[src/rtl/tmr_frame_acl_pkg.sv]
package tmr_frame_acl_pkg;

    // Width of one frame's permission register.
    localparam int PERM_W = 6;

    // Permission bit positions, decoded by the timer frames.
    localparam int PB_RD_PCOUNT = 0;
    localparam int PB_RD_VCOUNT = 1;
    localparam int PB_RD_FREQ   = 2;
    localparam int PB_RD_VOFF   = 3;
    localparam int PB_WR_VTIMER = 4;
    localparam int PB_WR_PTIMER = 5;

    // Register map (byte offsets).
    localparam int ID_OFFSET   = 'h08;
    localparam int PERM_BASE   = 'h40;
    localparam int PERM_STRIDE = 4;
    localparam int ID_VBIT_STRIDE = 4;
    localparam int ID_VBIT_OFS    = 1;

    localparam int IDX_W = 3;

    typedef enum logic [1:0] {
        SEL_NONE = 2'd0,
        SEL_ID   = 2'd1,
        SEL_PERM = 2'd2
    } sel_e;

    typedef struct packed {
        sel_e             sel;
        logic [IDX_W-1:0] idx;
    } dec_t;

endpackage

[src/rtl/tmr_frame_acl_dec.sv]
module tmr_frame_acl_dec
    import tmr_frame_acl_pkg::*;
#(
    parameter int ADDR_W     = 8,
    parameter int NUM_FRAMES = 8
) (
    input  logic [ADDR_W-1:0] addr,
    output dec_t              dec
);

    always_comb begin
        dec.sel = SEL_NONE;
        dec.idx = '0;
        if (addr == ADDR_W'(ID_OFFSET)) begin
            dec.sel = SEL_ID;
        end
        for (int n = 0; n < NUM_FRAMES; n++) begin
            if (addr == ADDR_W'(PERM_BASE + PERM_STRIDE * n)) begin
                dec.sel = SEL_PERM;
                dec.idx = IDX_W'(n);
            end
        end
    end

endmodule

[src/rtl/tmr_frame_acl_perm.sv]
module tmr_frame_acl_perm
    import tmr_frame_acl_pkg::*;
#(
    parameter logic [PERM_W-1:0] IMPL_MASK = '1
) (
    input  logic              clk,
    input  logic              rst_n,
    input  logic              wr_stb,
    input  logic [PERM_W-1:0] wr_bits,
    output logic [PERM_W-1:0] perm_q
);

    logic [PERM_W-1:0] perm_d;

    always_comb begin
        perm_d = perm_q;
        if (wr_stb) begin
            perm_d = wr_bits & IMPL_MASK;
        end
    end

    for (genvar b = 0; b < PERM_W; b++) begin : g_bit
        if (IMPL_MASK[b]) begin : g_impl
            always_ff @(posedge clk) begin
                if (!rst_n) begin
                    perm_q[b] <= 1'b0;
                end else begin
                    perm_q[b] <= perm_d[b];
                end
            end
        end else begin : g_tied
            logic unused_d;
            assign unused_d  = perm_d[b];
            assign perm_q[b] = 1'b0;
        end
    end

endmodule

[src/rtl/tmr_frame_acl_rdmux.sv]
module tmr_frame_acl_rdmux
    import tmr_frame_acl_pkg::*;
#(
    parameter int                    DATA_W     = 32,
    parameter int                    NUM_FRAMES = 8,
    parameter logic [NUM_FRAMES-1:0] VIRT_CAP   = '1
) (
    input  dec_t                                dec,
    input  logic [NUM_FRAMES-1:0][PERM_W-1:0]   perm_all,
    output logic [DATA_W-1:0]                   word
);

    function automatic logic [DATA_W-1:0] id_word();
        logic [DATA_W-1:0] w;
        w = '0;
        for (int n = 0; n < NUM_FRAMES; n++) begin
            w[ID_VBIT_STRIDE * n + ID_VBIT_OFS] = VIRT_CAP[n];
        end
        return w;
    endfunction

    localparam logic [DATA_W-1:0] ID_VALUE = id_word();

    always_comb begin
        word = '0;
        unique case (dec.sel)
            SEL_ID: word = ID_VALUE;
            SEL_PERM: begin
                for (int n = 0; n < NUM_FRAMES; n++) begin
                    if (dec.idx == IDX_W'(n)) begin
                        word = {{(DATA_W-PERM_W){1'b0}}, perm_all[n]};
                    end
                end
            end
            default: word = '0;
        endcase
    end

endmodule

[src/rtl/tmr_frame_acl.sv]
module tmr_frame_acl
    import tmr_frame_acl_pkg::*;
#(
    parameter int                           ADDR_W     = 8,
    parameter int                           DATA_W     = 32,
    parameter int                           NUM_FRAMES = 8,
    parameter logic [NUM_FRAMES*PERM_W-1:0] IMPL_MASK  = '1,
    parameter logic [NUM_FRAMES-1:0]        VIRT_CAP   = '1
) (
    input  logic                         clk,
    input  logic                         rst_n,
    input  logic                         wr_en,
    input  logic                         rd_en,
    input  logic [ADDR_W-1:0]            addr,
    input  logic [DATA_W-1:0]            wdata,
    output logic [DATA_W-1:0]            rdata,
    output logic                         rd_valid,
    output logic [NUM_FRAMES*PERM_W-1:0] frame_perm,
    output logic [NUM_FRAMES-1:0]        virt_usable,
    output logic [NUM_FRAMES-1:0]        phys_usable
);

    typedef struct packed {
        logic [DATA_W-1:0] rdata;
        logic              rvalid;
    } rd_state_t;

    dec_t                              dec;
    logic [NUM_FRAMES-1:0][PERM_W-1:0] perm_all;
    logic [DATA_W-1:0]                 mux_word;
    rd_state_t                         rd_d, rd_q;
    logic                              unused_wdata_hi;

    assign unused_wdata_hi = ^wdata[DATA_W-1:PERM_W];

    tmr_frame_acl_dec #(
        .ADDR_W     (ADDR_W),
        .NUM_FRAMES (NUM_FRAMES)
    ) u_dec (
        .addr (addr),
        .dec  (dec)
    );

    for (genvar n = 0; n < NUM_FRAMES; n++) begin : g_frame
        logic wr_stb;
        assign wr_stb = wr_en && (dec.sel == SEL_PERM) && (dec.idx == IDX_W'(n));

        tmr_frame_acl_perm #(
            .IMPL_MASK (IMPL_MASK[n*PERM_W +: PERM_W])
        ) u_perm (
            .clk     (clk),
            .rst_n   (rst_n),
            .wr_stb  (wr_stb),
            .wr_bits (wdata[PERM_W-1:0]),
            .perm_q  (perm_all[n])
        );

        assign virt_usable[n] = VIRT_CAP[n]
                              && perm_all[n][PB_RD_VCOUNT]
                              && perm_all[n][PB_WR_VTIMER];
        assign phys_usable[n] = perm_all[n][PB_RD_PCOUNT]
                              && perm_all[n][PB_WR_PTIMER];
    end

    tmr_frame_acl_rdmux #(
        .DATA_W     (DATA_W),
        .NUM_FRAMES (NUM_FRAMES),
        .VIRT_CAP   (VIRT_CAP)
    ) u_rdmux (
        .dec      (dec),
        .perm_all (perm_all),
        .word     (mux_word)
    );

    always_comb begin
        rd_d        = rd_q;
        rd_d.rvalid = rd_en;
        rd_d.rdata  = rd_en ? mux_word : '0;
    end

    always_ff @(posedge clk) begin
        if (!rst_n) begin
            rd_q <= '0;
        end else begin
            rd_q <= rd_d;
        end
    end

    assign rdata      = rd_q.rdata;
    assign rd_valid   = rd_q.rvalid;
    assign frame_perm = perm_all;

endmodule

[config.mk]
export PLATFORM = sky130hd
export DESIGN_NAME = tmr_frame_acl
export DESIGN_NICKNAME = d
export VERILOG_FILES = /design/src/rtl/tmr_frame_acl_pkg.sv /design/src/rtl/tmr_frame_acl_dec.sv /design/src/rtl/tmr_frame_acl_perm.sv /design/src/rtl/tmr_frame_acl_rdmux.sv /design/src/rtl/tmr_frame_acl.sv
export SDC_FILE = /design/constraint.sdc
export NUM_CORES = 1
export LEC_CHECK = 0
export ABC_AREA = 1
export BUFFER_PORTS_ARGS = -buffer_cell sky130_fd_sc_hd__buf_2
export CAP_MARGIN = 25
export CORE_MARGIN = 2
export CORE_UTILIZATION = 45
export CTS_CLUSTER_DIAMETER = 100
export DETAILED_ROUTE_END_ITERATION = 6
export GPL_ROUTABILITY_DRIVEN = 1
export PLACE_DENSITY = 0.77
export REMOVE_ABC_BUFFERS = 1
export SLEW_MARGIN = 20
export SYNTH_ARGS = -nofsm -noshare
export SYNTH_HDL_FRONTEND = slang
export SYNTH_SLANG_ARGS = --single-unit
[constraint.sdc]
create_clock -name clk -period 2 [get_ports clk]
set_clock_uncertainty 0.05 [all_clocks]
set_input_delay 0.2 -clock clk [delete_from_list [all_inputs] [get_ports clk]]
set_output_delay 0.2 -clock clk [all_outputs]
set_load 0.1 [all_outputs]
# Word-level counts from Yosys, hierarchy flattened
# Index checks and enable logic that the tools add are counted.
[word_totals] wordCells=113 output_inout_bits=97 inputBits=44 ff_bits=81
[op_classes] n_mux=18 n_eq_ne=18 n_reduce_logical=27
[op_table] op="8-bit by 7-bit equality test with 1-bit output (second input constant)" n=8
[op_table] op="32-bit one-hot mux with 2 select lines" n=1
[op_table] op="6-bit 2-to-1 mux" n=8
[op_table] op="5-bit 2-to-1 mux" n=8
[op_table] op="1-bit logical AND" n=25
[op_table] op="3-bit equality test (second input constant)" n=4
[op_table] op="8-bit by 4-bit equality test with 1-bit output (second input constant)" n=1
[op_table] op="3-bit by 2-bit equality test with 1-bit output (second input constant)" n=2
[op_table] op="3-bit by 1-bit equality test with 1-bit output (second input constant)" n=1
[op_table] op="3-bit zero test" n=1
[op_table] op="2-bit by 1-bit equality test with 1-bit output (second input constant)" n=1
[op_table] op="2-bit equality test (second input constant)" n=1
[op_table] op="2-bit AND reduction" n=1
[op_table] op="1-bit 2-to-1 mux" n=1

# Longest topological paths before layout
# Gate-level depths: netlist of run 1.
[depth] word_depth=20 depth_mapped=13 depth_no_buf=12

# Cells and area by module
# From an unflattened synthesis of run 1, not the netlist that was laid out.
[hier_totals] hier_cells=607 hier_area_um2=4097.7
[by_module_without_submodules] mod="tmr_frame_acl_perm" seq_area_each_um2=120.1 cells_each=37 area_per_inst_um2=256.5 instances=8
[by_module_without_submodules] mod="tmr_frame_acl" seq_area_each_um2=660.6 cells_each=156 area_per_inst_um2=1228.7 instances=1
[by_module_without_submodules] mod="tmr_frame_acl_rdmux" seq_area_each_um2=0.0 cells_each=137 area_per_inst_um2=737.0 instances=1
[by_module_without_submodules] mod="tmr_frame_acl_dec" seq_area_each_um2=0.0 cells_each=18 area_per_inst_um2=80.1 instances=1

# Least setup slack after synthesis of run 1
# Ideal clock, no wire load.
[synth_path] path_kind="register to output" from="register g_frame[4].u_perm.perm_q[5]" to="output phys_usable[4]" path_buffers=0 stages_incl_launch_ff=3 arrival_time_ns=1.700 required_ns=1.750 setup_slack_ns=0.050 path_cell_list="dfxtp_1 > nand2_1 > inv_1"
[synth_between] elab_chain_len=1
[synth_lines] element="from (decl)" line_no="tmr_frame_acl_perm.sv:10" rtl="output logic [PERM_W-1:0] perm_q"
[synth_lines] element="from (signal, indexed assignment)" line_no="tmr_frame_acl_perm.sv:28" rtl="perm_q[b] <= perm_d[b];"
[synth_lines] element="1-bit logical AND" line_no="tmr_frame_acl.sv:62" rtl="&& perm_all[n][PB_WR_PTIMER];"
[synth_lines] element="to (decl)" line_no="tmr_frame_acl.sv:20" rtl="output logic [NUM_FRAMES-1:0] phys_usable"
# Every way passes these cells.

# Final worst setup path of run 1
[layout_path] from="input addr[5]" to="register g_frame[2].u_perm.perm_q[0]"
[layout_between] elab_chain_len=13 word_cells_on_any_way=22 cone_classes="11 x eq/ne; 9 x mux; 2 x reduce/logical"
[layout_lines] element="from (decl)" line_no="tmr_frame_acl.sv:14" rtl="input logic [ADDR_W-1:0] addr,"
[layout_lines] element="8-bit by 4-bit equality test with 1-bit output" line_no="tmr_frame_acl_dec.sv:14" rtl="if (addr == ADDR_W'(ID_OFFSET)) begin"
[layout_lines] element="1-bit 2-to-1 mux" line_no="tmr_frame_acl_dec.sv:14"
[layout_lines] element="5-bit 2-to-1 mux (7 in a row)" line_no="tmr_frame_acl_dec.sv:18" rtl="if (addr == ADDR_W'(PERM_BASE + PERM_STRIDE * n)) begin"
[layout_lines] element="5-bit 2-to-1 mux *" line_no="tmr_frame_acl_dec.sv:18"
[layout_lines] element="2-bit equality test" line_no="tmr_frame_acl.sv:46" rtl="assign wr_stb = wr_en && (dec.sel == SEL_PERM) && (dec.idx == IDX_W'(n));"
[layout_lines] element="1-bit logical AND" line_no="tmr_frame_acl.sv:46"
[layout_lines] element="1-bit logical AND *" line_no="tmr_frame_acl.sv:46"
[layout_lines] element="to (signal, indexed assignment)" line_no="tmr_frame_acl_perm.sv:28"
[layout_lines] element="to (decl)" line_no="tmr_frame_acl_perm.sv:10"
# Every way passes the cells marked *; elsewhere a longest branch is shown, timed or not.
# A chain may end at the register's enable or synchronous reset.

==> impl_results.md, run 1 <==
- Status: complete, no violations
- Initial Util: 47.3%
- GRT overflow: 0
- Net Switching: 628 uW
- Final Cycle Share: 89.3%
- Reg2Reg Setup Slack: 0.78 ns
- RD Place Congestion: 0.865
- DRT iter0 DRCs: 285
- Initial antenna violation count: 0
- LEAKAGE: 0.00172 uW
- Area delta synth->final: 20.3%
- Width of the die: 83.3 um
- Most common cell in the netlist: nand2_1
- Unrepaired setup endpoints after global routing: false
- Crit start category: input pin
- Cts bufs inserted: 5
- Proportion of layout cells with a drive suffix above 1: 25.3%
- Slew Viols, Final: 0
- Crit path time final: 1.79 ns
- Nets: 552
- Internal power: 1440 uW
- Final ANT Viol Nets: 0
- First-pass GRT wire length: 12500 um
- CP Capture Type: flop
- Main combinational cell family by area after synthesis: simple AND/OR/NAND/NOR gates
- Mapped Cells: 413
- Critical path class: input pin to flop
- MaxCap Viol Count: 0
- Std-Cell Rows: 28
- Hold Crit Start: rd_en
- DRC Markers: 0
- Reg power frac: 54.2%
- GRT Total Usage: 21.8%
- Worst Tran Pin Value: 0.649 ns
- Commonest cells in the netlist: nand2_1 (73), inv_1 (61), dfxtp_1 (56)
- Clk sinks: 56
- Async SR Flop Fraction: 0%
- Yosys top cell area share: 39.6%
- Post-CTS setup buffer count: 0
- DR pass1 iterations: 5
- Placed Area: 0.00331 sq mm
- Synth area leaders: dfxtp_1 (40%), nand2_1 (9.7%), a21oi_1 (8.5%), inv_1 (8.1%), buf_4 (6.6%)
- Vias: 2995
- Clock buffer depth: 2
- Peak VDD IR: 0.385 mV
- Drt via density: 5.15
- Hold WC Path Type: input pin to flop
- Sequential-to-total area share from yosys stat: 39.6%
- DP Wirelength: 5780 um
- H-tree depth: 2
- Syn Area/Cell: 6.86 sq um
- Largest net degree at the start of global routing: 26
- Crit path launch: addr[5]
- CTS tree: built
- Post-Synth Adder-Cell Area: 1.33%
- Routed Wire Length: 7800 um
- Simple-Gate Fraction of Synth Area: 27.3%
- Final hold vios: 0
- Wire length per cell: 13.4 um
- Core region area: 0.00599 sq mm
- Clock power frac: 31.2%
- Sw frac: 30.4%
- Synth warn: 0
- EDFF count, synth: 0
- Synth Register Bits: 56
- Synth cell types: 24
- Mux share of post-synthesis cell area: 0%
- Synth Area in Compound Gates: 14.3%
- Worst r2r src: g_frame[0].u_perm.perm_q[4]$_SDFFE_PN0P_
- Reg clk slew, reported paths: 0.10 ns
- Combinational fraction of design power: 14.6%
- Vias in the first global route: 2516
- Setup violators final: 0
- Die height: 83.3 um
- Fmax: 0.560 GHz
- WP data required: 2.14 ns
- Max-Slew Margin vs Limit: 56.7%
- Cell area after synthesis: 0.00283 sq mm
- Crit-path max FO: 12
- Die ar.: 0.00695 sq mm
- PwrDens: 606 mW/mm^2
- Final Cell Area: 0.00341 sq mm
- Yosys top cell by area: dfxtp_1
- # IOs: 141
- # diodes: 0
- Post-synth top flop: dfxtp_1
- Tot Pwr: 2060 uW
- Skew-Pair Late Insertion Delay: 0.31 ns
- Root Driver: clkbuf_8
- I/O Buffers: 94
- Critical path arrival: 1.92 ns
- Post-Synth XOR/XNOR Area: 0%
cell type report:
class / count / area [sq um]
multi-input cells: 274 / 1300
fillers: 594 / 2580
clock inverters: 1 / 7.51
well taps: 75 / 93.8
clock buffers: 7 / 86.3
flip-flops and latches: 56 / 1120
inverters: 63 / 236
repair buffers: 105 / 566
state kept, by name (all words and copies together) (netlist names):
signal / cells
rdata: 7
g_frame.u_perm.perm_q: 48
rd_valid: 1
cell usage in the layout, fill, tap and decap left out, drive strengths merged:
cell,synthesis,final
o21ai,33,33
nor2,31,31
nand4,6,6
ha,3,3
nand2,75,75
dfxtp,56,56
a21oi,48,48
nor4,1,1
clkbuf,7,7
nand3,39,39
buf,32,105
or2,4,4
clkinvlp,0,1
nor3,14,14
conb,1,20
inv,63,63
metrics by stage:
stage	hold WS (ns)	cells	TNS [ns]	utilization, %	worst slack [ns]
after CTS	0.0683	581	0	56.8	0.220
after floorplan	0.272	393	-15.87	-	-2.38
final	0.0684	581	0	56.9	0.213
after global placement	0.382	573	-0.145	55.2	-0.0262
after global routing	0.0728	581	0	56.9	0.0347
after detailed placement	0.386	573	-0.900	55.2	-0.0912
routing by layer:
metal / vias to the layer above / GRT usage, % / wire length (um)
met1: 1364 / 30.1 / 3490
met3: 9 / 3.68 / 645
met5: - / 0 / 0
li1: 1459 / - / -
met4: 0 / 5.37 / 98
met2: 163 / 35.6 / 3560
power by group through the flow:
stage                     Clock, uW  Sequential, uW  Combinational [uW]
after global routing            695            1120                 314
final                           645            1120                 301
after global placement            0            1140                 295
after CTS                       650            1120                 298
after floorplan                   0            1160                 210
after detailed placement          0            1140                 297
timing repair:
action                     CTS  global route
hold endpoints to repair     0             0
hold buffers                 0             0
setup endpoints to repair    0             5
resized for setup            0             1
logic make-up (layout without fill, tap and decap cells):
family,after synthesis,count (layout)
simple gates,170,170
buf+inv,102,176
compound gates,81,81
flops,56,56
fa+ha+maj,3,3
other cells,1,20
worst paths after layout:
path	endpoint	cells past startpoint
worst max-delay path	g_frame[2].u_perm.perm_q[0]$_SDFFE_PN0P_	12
worst min-delay path	rd_valid$_SDFF_PN0_	3
worst max register to register	rdata[4]$_SDFF_PN0_	6
worst min register to register	g_frame[2].u_perm.perm_q[1]$_SDFFE_PN0P_	2
worst max-delay path, cell delays in order:
cell and delay, ns:
buf_2 0.10, inv_1 0.09, nand2_1 0.06, nor2_1 0.12
nand2_1 0.12, inv_1 0.07, ha_1 0.15, nand2_1 0.05
inv_1 0.25, nand3_1 0.37, o21ai_0 0.28, a21oi_1 0.06
(Power assumes the default switching activity.)
==> run 2, diff against run 1 <==
Settings changed: ABC_AREA 1 to not set, PLACE_DENSITY 0.77 to 0.75.
==> run 2 against run 1 <==
Effect of this change:
- cell area increased by 14%
- sequential cell count unchanged
- power grew 7.9%
- die area is 8.1% higher
- routed wire length is 4.5% higher
- clock-buffer cell count is 1 lower
- largest cell class unchanged
==> impl_results.md, run 2 <==
- H-tree depth: 2 (unchanged)
- Skew-Pair Late Insertion Delay: 0.31 ns (about the same)
- Clock buffer depth: 2 (unchanged)
- Most common cell after layout, fill and taps aside: buf_2 (unchanged)
- Cell area after synthesis: 0.00307 sq mm (was 0.00283 sq mm)
- WP data required: 2.21 ns (was 2.14 ns)
- Final hold vios: 0 (unchanged)
- # diodes: 0 (unchanged)
- Commonest cells in the netlist: dfxtp_1 (56), mux2i_1 (54), nor2b_1 (48) (was nand2_1 (73), inv_1 (61), dfxtp_1 (56))
- Std-Cell Rows: 30 (was 28)
- Die ar.: 0.00751 sq mm (was 0.00695 sq mm)
- Drt via density: 5.24 (was 5.15)
- Critical path arrival: 2.11 ns (was 1.92 ns)
- EDFF count, synth: 0 (unchanged)
- Mux share of post-synthesis cell area: 19.0% (was 0%)
- CP Capture Type: flop (unchanged)
- # IOs: 141 (unchanged)
- Vias: 2643 (was 2995)
- Crit start category: input pin (unchanged)
- Main combinational cell family by area after synthesis: simple AND/OR/NAND/NOR gates (unchanged)
- Die height: 86.7 um (was 83.3 um)
- Simple-Gate Fraction of Synth Area: 25.2% (was 27.3%)
- First-pass GRT wire length: 12200 um (was 12500 um)
- GRT overflow: 0 (unchanged)
- Syn Area/Cell: 9.73 sq um (was 6.86 sq um)
- I/O Buffers: 94 (unchanged)
- Routed Wire Length: 8140 um (was 7800 um)
- Post-Synth XOR/XNOR Area: 0% (unchanged)
- Area delta synth->final: 26.6% (was 20.3%)
- CTS tree: built (unchanged)
- Setup violators final: 0 (unchanged)
- Tot Pwr: 2230 uW (was 2060 uW)
- Root Driver: clkbuf_8 (unchanged)
- Max reg flops: 48 (unchanged)
- Proportion of layout cells with a drive suffix above 1: 37.0% (was 25.3%)
- DRC Markers: 0 (unchanged)
- Yosys top cell by area: dfxtp_1 (unchanged)
- DP Wirelength: 6230 um (was 5780 um)
- Sequential-to-total area share from yosys stat: 36.5% (was 39.6%)
- Post-Synth Adder-Cell Area: 1.22% (was 1.33%)
- PwrDens: 572 mW/mm^2 (was 606 mW/mm^2)
- Wire length per cell: 16.2 um (was 13.4 um)
- Initial Util: 45.8% (was 47.3%)
- Reg clk slew, reported paths: 0.10 ns (about the same)
- GRT Total Usage: 21.1% (was 21.8%)
- Synth warn: 0 (unchanged)
- Largest net degree at the start of global routing: 41 (was 26)
- Synth Register Bits: 56 (unchanged)
- Crit path time final: 1.90 ns (was 1.79 ns)
- Most frequent cells in the layout: buf_2 (94), dfxtp_1 (56), mux2i_1 (53) (was buf_2 (94), nand2_1 (73), inv_1 (61))
- Fmax: 0.526 GHz (was 0.560 GHz)
- Yosys top cell area share: 36.5% (was 39.6%)
- Max-Slew Margin vs Limit: 38.8% (was 56.7%)
- Vias in the first global route: 2392 (was 2516)
- Width of the die: 86.7 um (was 83.3 um)
- RD Place Congestion: 0.875 (was 0.865)
- LEAKAGE: 0.00174 uW (was 0.00172 uW)
- DRT iter0 DRCs: 122 (was 285)
- Cts bufs inserted: 5 (unchanged)
- Worst Tran Pin Value: 0.906 ns (was 0.649 ns)
- Clk sinks: 56 (unchanged)
- Status: complete, no violations (unchanged)
- Most common cell in the netlist: dfxtp_1 (was nand2_1)
- MaxCap Viol Count: 0 (unchanged)
- Synth area leaders: dfxtp_1 (36%), mux2i_1 (18%), nor2b_1 (9.8%), buf_4 (6.3%), and2_1 (3.5%) (was dfxtp_1 (40%), nand2_1 (9.7%), a21oi_1 (8.5%), inv_1 (8.1%), buf_4 (6.6%))
- Synth Area in Compound Gates: 8.47% (was 14.3%)
- Final ANT Viol Nets: 0 (unchanged)
- Biggest register: g_frame.u_perm.perm_q (unchanged)
- Synth cell types: 42 (was 24)
- Post-synth top flop: dfxtp_1 (unchanged)
- Initial antenna violation count: 0 (unchanged)
- Final Cycle Share: 95.1% (was 89.3%)
- Async SR Flop Fraction: 0% (unchanged)
- Core region area: 0.00672 sq mm (was 0.00599 sq mm)
- Inst Count DP: 495 (was 573)
- Critical path class: input pin to flop (unchanged)
- Slew Viols, Final: 0 (unchanged)
- Crit-path max FO: 4 (was 12)
- Unrepaired setup endpoints after global routing: true (was false)
- Nets: 470 (was 552)
- Non-filler cells, final: 504 (was 581)
- DR pass1 iterations: 4 (was 5)
- Hold WC Path Type: input pin to flop (unchanged)
- Mapped Cells: 316 (was 413)
- Peak VDD IR: 0.325 mV (was 0.385 mV)
## run 2: logic make-up (layout without fill, tap and decap cells)
group | Yosys count | after routing
and+or+nand+nor | 115 | 115
AOI/OAI and AO/OA | 34 | 34
adders and majority gates | 3 | 3
buffers and inverters | 49 | 138
DFF | 56 | 56
muxes | 58 | 58
other | 1 | 20
## run 2: timing repair
action	in CTS	in global routing
hold endpoints to repair	0	0
buffers inserted	0	1
pin swaps	2	5
resized for setup	6	8
setup endpoints to repair	30	37
hold buffers	0	0
## run 2: metal layers
metal	GRT usage (%)	part of all wire, %
met1	29.2	48
met2	32.5	45
met3	3.71	4.5
met4	8.24	2.4
met5	0	0
## run 2: cell type report
type	count	area, sq um
Multi-Input combinational cell	230	1790
Timing Repair Buffer	127	763
Clock buffer	6	72.6
Inverter	3	11.3
Sequential cell	56	1120
Tap cell	80	100
Fill cell	596	2830
Clock inverter	2	38.8
## run 2: through the flow
step	utilization, %	hold slack (ns)	area (sq um)	worst slack, ns	TNS, ns
2_1_floorplan	-	0.278	2870	-2.38	-31.87
3_5_place_dp	55.3	0.409	3710	-0.484	-18.25
3_3_place_gp	55.3	0.408	3710	-0.395	-15.92
4_1_cts	57.3	0.0848	3850	0.00145	0
5_1_grt	57.9	0.0954	3890	-0.0200	-0.0386
6_report	57.9	0.0849	3890	0.0972	0
## run 2: worst max-delay path, cell delays in order
cell and delay (ns):
buf_2 0.14, or4_1 0.54, nor3_2 0.17, buf_4 0.15, ha_1 0.24, nand3b_1 0.20, nor3_2 0.29, a22o_1 0.19
## run 2: where the power goes
group	total (uW)	switching [uW]	leakage [uW]	internal [uW]
clock	763	384	0.0000558	379
combinational	347	276	0.00123	71.4
sequential	1120	1.18	0.000451	1120
## run 2: worst paths after layout
| path | start | to | slack [ns] | cells past startpoint |
|---|---|---|---|---|
| worst max-delay path | addr[2] | rdata[0]$_SDFF_PN0_ | 0.1 | 8 |
| worst min-delay path | rd_en | rdata[25]$_SDFF_PN0_ | 0.08 | 2 |
| worst max register to register | g_frame[3].u_perm.perm_q[2]$_SDFFE_PN0P_ | rdata[2]$_SDFF_PN0_ | 0.66 | 4 |
| worst min register to register | g_frame[2].u_perm.perm_q[2]$_SDFFE_PN0P_ | g_frame[2].u_perm.perm_q[2]$_SDFFE_PN0P_ | 0.49 | 2 |
